File: config.mk
export PLATFORM = sky130hd
export DESIGN_NAME = lcd_scan_gen
export DESIGN_NICKNAME = d
export VERILOG_FILES = /design/src/rtl/lcd_scan_pkg.sv /design/src/rtl/lcd_col_seq.sv /design/src/rtl/lcd_row_seq.sv /design/src/rtl/lcd_nib_path.sv /design/src/rtl/lcd_scan_gen.sv
export SDC_FILE = /design/constraint.sdc
export NUM_CORES = 1
export LEC_CHECK = 0
export BUFFER_PORTS_ARGS = -buffer_cell sky130_fd_sc_hd__buf_2
export CORE_MARGIN = 2
export CORE_UTILIZATION = 30
export CTS_BUF_LIST = sky130_fd_sc_hd__clkbuf_2 sky130_fd_sc_hd__clkbuf_4 sky130_fd_sc_hd__clkbuf_8
export CTS_CLUSTER_DIAMETER = 200
export CTS_CLUSTER_SIZE = 14
export DETAILED_ROUTE_END_ITERATION = 10
export PLACE_DENSITY = 0.56
export SYNTH_ARGS = -nofsm -noshare
export SYNTH_HDL_FRONTEND = slang
export SYNTH_HIERARCHICAL = 1
export SYNTH_SLANG_ARGS = --single-unit
File: constraint.sdc
create_clock -name clk -period 2.4 [get_ports clk]
set_clock_uncertainty 0.2 [all_clocks]
set_input_delay 0.48 -clock clk [delete_from_list [all_inputs] [get_ports clk]]
set_output_delay 0.48 -clock clk [all_outputs]
set_load 0.005 [all_outputs]
File: src/rtl/lcd_scan_pkg.sv
package lcd_scan_pkg;

  // Position of the scan sequencer inside one line.
  typedef enum logic [1:0] {
    PH_LOAD  = 2'd0,  // nibble requested and captured at the edge
    PH_SHIFT = 2'd1,  // shift strobe high, nibble on the bus
    PH_LATCH = 2'd2   // line latch pulse
  } scan_phase_e;

  // A programmed count of zero is treated as one.
  function automatic int unsigned eff_count(input int unsigned v);
    return (v == 0) ? 1 : v;
  endfunction

  // Dot clocks per display line for a given nibble count.
  function automatic int unsigned line_period(input int unsigned nibbles);
    return 2 * eff_count(nibbles) + 1;
  endfunction

endpackage

File: src/rtl/lcd_col_seq.sv
module lcd_col_seq
  import lcd_scan_pkg::*;
#(
  parameter int NIB_W = 10
) (
  input  logic             clk,
  input  logic             rst_n,
  input  logic [NIB_W-1:0] cfg_nibbles,
  output scan_phase_e      phase_o,
  output logic             line_last_o,
  output logic             line_end_o
);

  scan_phase_e      phase_q;
  logic [NIB_W-1:0] col_q;
  logic [NIB_W-1:0] last_col;

  assign last_col = NIB_W'(eff_count(32'(cfg_nibbles)) - 1);

  always_ff @(posedge clk or negedge rst_n) begin
    if (!rst_n) begin
      phase_q <= PH_LOAD;
      col_q   <= '0;
    end else begin
      unique case (phase_q)
        PH_LOAD:  phase_q <= PH_SHIFT;
        PH_SHIFT: begin
          if (col_q >= last_col) begin
            phase_q <= PH_LATCH;
          end else begin
            phase_q <= PH_LOAD;
            col_q   <= col_q + 1'b1;
          end
        end
        PH_LATCH: begin
          phase_q <= PH_LOAD;
          col_q   <= '0;
        end
        default: begin
          phase_q <= PH_LOAD;
          col_q   <= '0;
        end
      endcase
    end
  end

  assign phase_o     = phase_q;
  assign line_last_o = (phase_q == PH_SHIFT) && (col_q >= last_col);
  assign line_end_o  = (phase_q == PH_LATCH);

endmodule

File: src/rtl/lcd_row_seq.sv
module lcd_row_seq
  import lcd_scan_pkg::*;
#(
  parameter int ROW_W = 10
) (
  input  logic             clk,
  input  logic             rst_n,
  input  logic [ROW_W-1:0] cfg_rows,
  input  logic             line_last,
  input  logic             line_end,
  output logic [ROW_W-1:0] row_o,
  output logic             first_row_o,
  output logic             frame_start_o,
  output logic             ac_o
);

  logic [ROW_W-1:0] row_q;
  logic [ROW_W-1:0] last_row;
  logic             ac_q;

  assign last_row = ROW_W'(eff_count(32'(cfg_rows)) - 1);

  // Look-ahead: the next edge enters the latch cycle of row 0.
  assign frame_start_o = line_last && (row_q == '0);

  always_ff @(posedge clk or negedge rst_n) begin
    if (!rst_n) begin
      row_q <= '0;
      ac_q  <= 1'b0;
    end else begin
      if (line_end) begin
        row_q <= (row_q >= last_row) ? '0 : row_q + 1'b1;
      end
      if (frame_start_o) begin
        ac_q <= ~ac_q;
      end
    end
  end

  assign row_o       = row_q;
  assign first_row_o = (row_q == '0);
  assign ac_o        = ac_q;

endmodule

File: src/rtl/lcd_nib_path.sv
module lcd_nib_path #(
  parameter int DATA_W = 4
) (
  input  logic              clk,
  input  logic              rst_n,
  input  logic              take,
  input  logic [DATA_W-1:0] up_in,
  input  logic [DATA_W-1:0] dn_in,
  input  logic              dual_mode,
  input  logic              disp_en,
  output logic [DATA_W-1:0] up_o,
  output logic [DATA_W-1:0] dn_o
);

  logic [DATA_W-1:0] up_q;
  logic [DATA_W-1:0] dn_q;

  always_ff @(posedge clk or negedge rst_n) begin
    if (!rst_n) begin
      up_q <= '0;
      dn_q <= '0;
    end else if (take) begin
      up_q <= up_in;
      dn_q <= dn_in;
    end
  end

  assign up_o = disp_en ? up_q : '0;
  assign dn_o = (disp_en && dual_mode) ? dn_q : '0;

endmodule

File: src/rtl/lcd_scan_gen.sv
module lcd_scan_gen
  import lcd_scan_pkg::*;
#(
  parameter int NIB_W  = 10,
  parameter int ROW_W  = 10,
  parameter int DATA_W = 4
) (
  input  logic              clk,
  input  logic              rst_n,
  input  logic [NIB_W-1:0]  cfg_nibbles,
  input  logic [ROW_W-1:0]  cfg_rows,
  input  logic              dual_mode,
  input  logic              disp_en,
  input  logic [DATA_W-1:0] pix_up,
  input  logic [DATA_W-1:0] pix_dn,
  output logic              pix_req,
  output logic              shift_clk,
  output logic              latch_clk,
  output logic              flm,
  output logic              ac_out,
  output logic [DATA_W-1:0] lu,
  output logic [DATA_W-1:0] ld
);

  // Named internal events, also watched by the bound checker.
  scan_phase_e      seq_phase;
  logic             line_last;
  logic             line_end;
  logic [ROW_W-1:0] row_idx;
  logic             first_row;
  logic             frame_start;

  lcd_col_seq #(.NIB_W(NIB_W)) u_col (
    .clk         (clk),
    .rst_n       (rst_n),
    .cfg_nibbles (cfg_nibbles),
    .phase_o     (seq_phase),
    .line_last_o (line_last),
    .line_end_o  (line_end)
  );

  lcd_row_seq #(.ROW_W(ROW_W)) u_row (
    .clk           (clk),
    .rst_n         (rst_n),
    .cfg_rows      (cfg_rows),
    .line_last     (line_last),
    .line_end      (line_end),
    .row_o         (row_idx),
    .first_row_o   (first_row),
    .frame_start_o (frame_start),
    .ac_o          (ac_out)
  );

  lcd_nib_path #(.DATA_W(DATA_W)) u_nib (
    .clk       (clk),
    .rst_n     (rst_n),
    .take      (pix_req),
    .up_in     (pix_up),
    .dn_in     (pix_dn),
    .dual_mode (dual_mode),
    .disp_en   (disp_en),
    .up_o      (lu),
    .dn_o      (ld)
  );

  assign pix_req   = (seq_phase == PH_LOAD);
  assign shift_clk = (seq_phase == PH_SHIFT);
  assign latch_clk = line_end;
  assign flm       = line_end && first_row;

endmodule

==> flow_summary.yaml <==
clock_network:
  clockBufferDepth: 2
  cts.reportedPaths.clkPinSlew_ps: 70
  htreeDepth: 2
  ctsHoldBuffers: 0
  cts_buffers: 5
  clock_latency_ps: 280
  clockRootBuffer: "clkbuf_8"
  cts_tree: "built"
  cts_sinks: 31
worst_setup_path:
  r2r_slack_ps: 40
  worst_path_most_repeated_cell: "or4_4"
  reg2regPathDepth: 8
  crit_buf_inv: 4
  arrival_ps: 3750
  path_depth: 16
  crit_path_end_kind: "register"
  slowest_delay_ps: 520
  cp_top_family: "simple AND/OR/NAND/NOR gates"
  crit_start: "cfg_nibbles[5]"
  crit_path_start_kind: "primary input"
  reg2reg_to: "u_col/col_q[3]"
  r2r_start: "u_col/col_q[7]"
  critPathCapture: "u_col/col_q[3]"
  critPathRequiredTime_ps: 2370
  slowest_stage: "or4_4"
  crit_type: "primary input to register"
  crit_chain: "buf_6, or4_4, or4_4, o31a_1, ha_2, inv_4, nor3_4, xnor2_1, ha_1, o21a_1, a21oi_2, o31ai_4, buf_12, buf_4, nor4_4, mux2_4"
  cp_max_fo: 10
drt:
  drc: 0
  avgViaCountPerCell: 5.10
  dr.pass1.iters: 4
  antenna_left: 0
  vias: 2319
  wl_per_cell_microns: 13.1
  drt_iter0_markers: 109
  finalWirelength_mm: 5.97
cells_and_area:
  nets: 409
  stdcell_count: 455
  multi_input_area_sq_um: 1770
  regArea_sq_um: 776
  area_growth_syn_to_layout_pct: 47.8
  layout-drive-gt1-share_pct: 46.5
  fillerInstances: 770
  utilization_pct: 45.4
  antennaDiodeCount: 0
grt:
  use_met2_pct: 25.8
  grt_pass1_wl_mm: 10.3
  use_met1_pct: 18.0
  grt_use_total_pct: 14.5
  met3_usage_pct: 2.44
  grt_start_max_net_pins: 32
  grt_pass1_vias: 2251
  antenna_found_initial: 0
  overflow: 0
  busiest_layer: "met2"
sta:
  rsz0062_at_grt: "true"
  hold_violations: 0
  finalCritPeriodShare_pct: 158
  fmax_mhz: 264
  max_slew_margin_pct: 54.4
  setup_viol: 22
  min_period_ps: 3790
  fin_hold_ws_ps: 34.4
  worstMarginPinSlew_ps: 684
  tns_ps: -21210
  slew_violations: 0
  worst_slack_ps: -1390
outcome:
  status: "complete, but fails checks"
  violations: "setup timing"
synthesis:
  post-synth-top-count-cell: "dfrtp_1"
  synthTopCellsByArea: "dfrtp_1 33%, ha_1 13%, mux2_4 5.1%, a21oi_1 4.2%, xnor2_1 4.1%"
  synth-seq-cells: 31
  seq_area_frac_synth_pct: 32.8
  synthFlopType: "dfrtp_1"
  synth_commonest_cells: "31 x dfrtp_1, 25 x ha_1, 20 x a21oi_1, 20 x nor2_1, 13 x nand2_1"
  async_flop_share_pct: 100
  syn-num-nets: 306
  synth_edf_count: 0
  yosysWarningCount: 6
  synth_cell_types: 48
  yosys.area.top_type: "dfrtp_1"
  syn_area_sq_um: 2360
  syn_inst: 249
  synth_area_per_cell_sq_um: 9.49
  synth_top_area_share_pct: 32.8
floorplanning:
  fp.dieH_microns: 92.7
  core-area_sq_um: 7690
  start_util_pct: 30.7
  std_cell_rows: 32
  dieArea_sq_um: 8600
  io_pins: 45
  chipWidth_microns: 92.7
pwr:
  ir_drop_mv: 0.265
  power_density_nw_per_um2: 788
  p_leak_nw: 1.59
  finalPower_mw: 2.75
min_path:
  hold_path.class: "primary input to async pin"
placed_design:
  dp.cells: 439
  dp_hpwl_mm: 4.45
  gp_congestion: 0.850
  portBuffers: 44
job:
  max_cap_violations: 0
-- layer usage --
| metal | part of all wire (%) | wire, microns | vias up |
|---|---|---|---|
| li1 | - | - | 1129 |
| met1 | 44 | 2630 | 1117 |
| met2 | 50 | 2980 | 62 |
| met3 | 4.4 | 262 | 11 |
| met4 | 1.6 | 95 | 0 |
| met5 | 0 | 0 | - |
-- how the worst min path moves through the flow --
stage                     end  slack (ps)  depth (start not counted)
6_report        u_nib/dn_q[3]          30                          1
5_1_grt        u_col/col_q[1]         110                          1
4_1_cts        u_col/col_q[0]          60                          1
3_5_place_dp       u_row/ac_o         280                          1
3_3_place_gp       u_row/ac_o         270                          1
2_1_floorplan  u_col/col_q[0]         -20                          0
-- sequential cells by signal (all words and copies together), names as in the netlist --
name / cells
u_col/col_q: 10
u_row/ac_o: 1
u_nib/up_q: 4
u_nib/dn_q: 4
u_row/row_o: 10
u_col/phase_o: 2
-- report_power, final --
group	total (mW)	switching (mW)	internal, mW
clock	0.407	0.193	0.214
sequential	0.895	0.181	0.714
combinational	1.45	0.687	0.764
total	2.75	1.06	1.69
-- cell usage in the layout (no fill, tap or decap), types with 2 or more instances in the layout --
| cell type | count |
|---|---|
| xnor2_1 | 11 |
| nand4_1 | 9 |
| inv_1 | 8 |
| o21ai_0 | 2 |
| nor4_1 | 2 |
| a21oi_1 | 8 |
| or4_1 | 2 |
| buf_2 | 40 |
| dfrtp_1 | 31 |
| nor3_1 | 5 |
| nor4_4 | 3 |
| nor2b_1 | 6 |
| nor2_2 | 4 |
| nor3_4 | 2 |
| a21oi_2 | 11 |
| nor4_2 | 2 |
| nand3_1 | 6 |
| o21ai_4 | 2 |
| mux2_4 | 10 |
| buf_4 | 54 |
| nand2_1 | 12 |
| nand2b_1 | 3 |
| buf_6 | 6 |
| or3_1 | 2 |
| and2_1 | 6 |
| clkbuf_8 | 5 |
| and3_1 | 4 |
| o21ai_1 | 2 |
| ha_1 | 22 |
| mux2_1 | 3 |
| o31a_1 | 4 |
| o31ai_1 | 5 |
| ha_2 | 3 |
| or4_4 | 4 |
| xor2_1 | 8 |
| nor2_1 | 17 |
-- through the flow --
stage / setup WS [ps] / area [sq um]
detailed placement: -1720 / 3160
global placement: -1650 / 3160
finish: -1390 / 3490
floorplan: -1470 / 2460
CTS: -1370 / 3410
global route: -1500 / 3490
-- cell type report --
class,instances,area share [%]
multi-input combinational,203,50.6
sequential,31,22.2
timing repair buffer,101,19.8
tap,102,3.65
clock buffer,6,2.19
inverter,10,1.15
clock inverter,2,0.358
-- timing repair --
action,CTS,global route
buffers inserted,6,3
pin swaps,8,11
setup endpoints to repair,22,22
gates cloned,1,0
resized for setup,24,14
-- cells by family after synthesis --
logic type      synth area share, %
mux                            7.47
fa+ha+maj                      13.2
simple gates                   23.5
compound gates                 13.1
flops                          32.8
buf+inv                        2.86
xor+xnor                       7.04
Power figures use the tool's default switching activity.
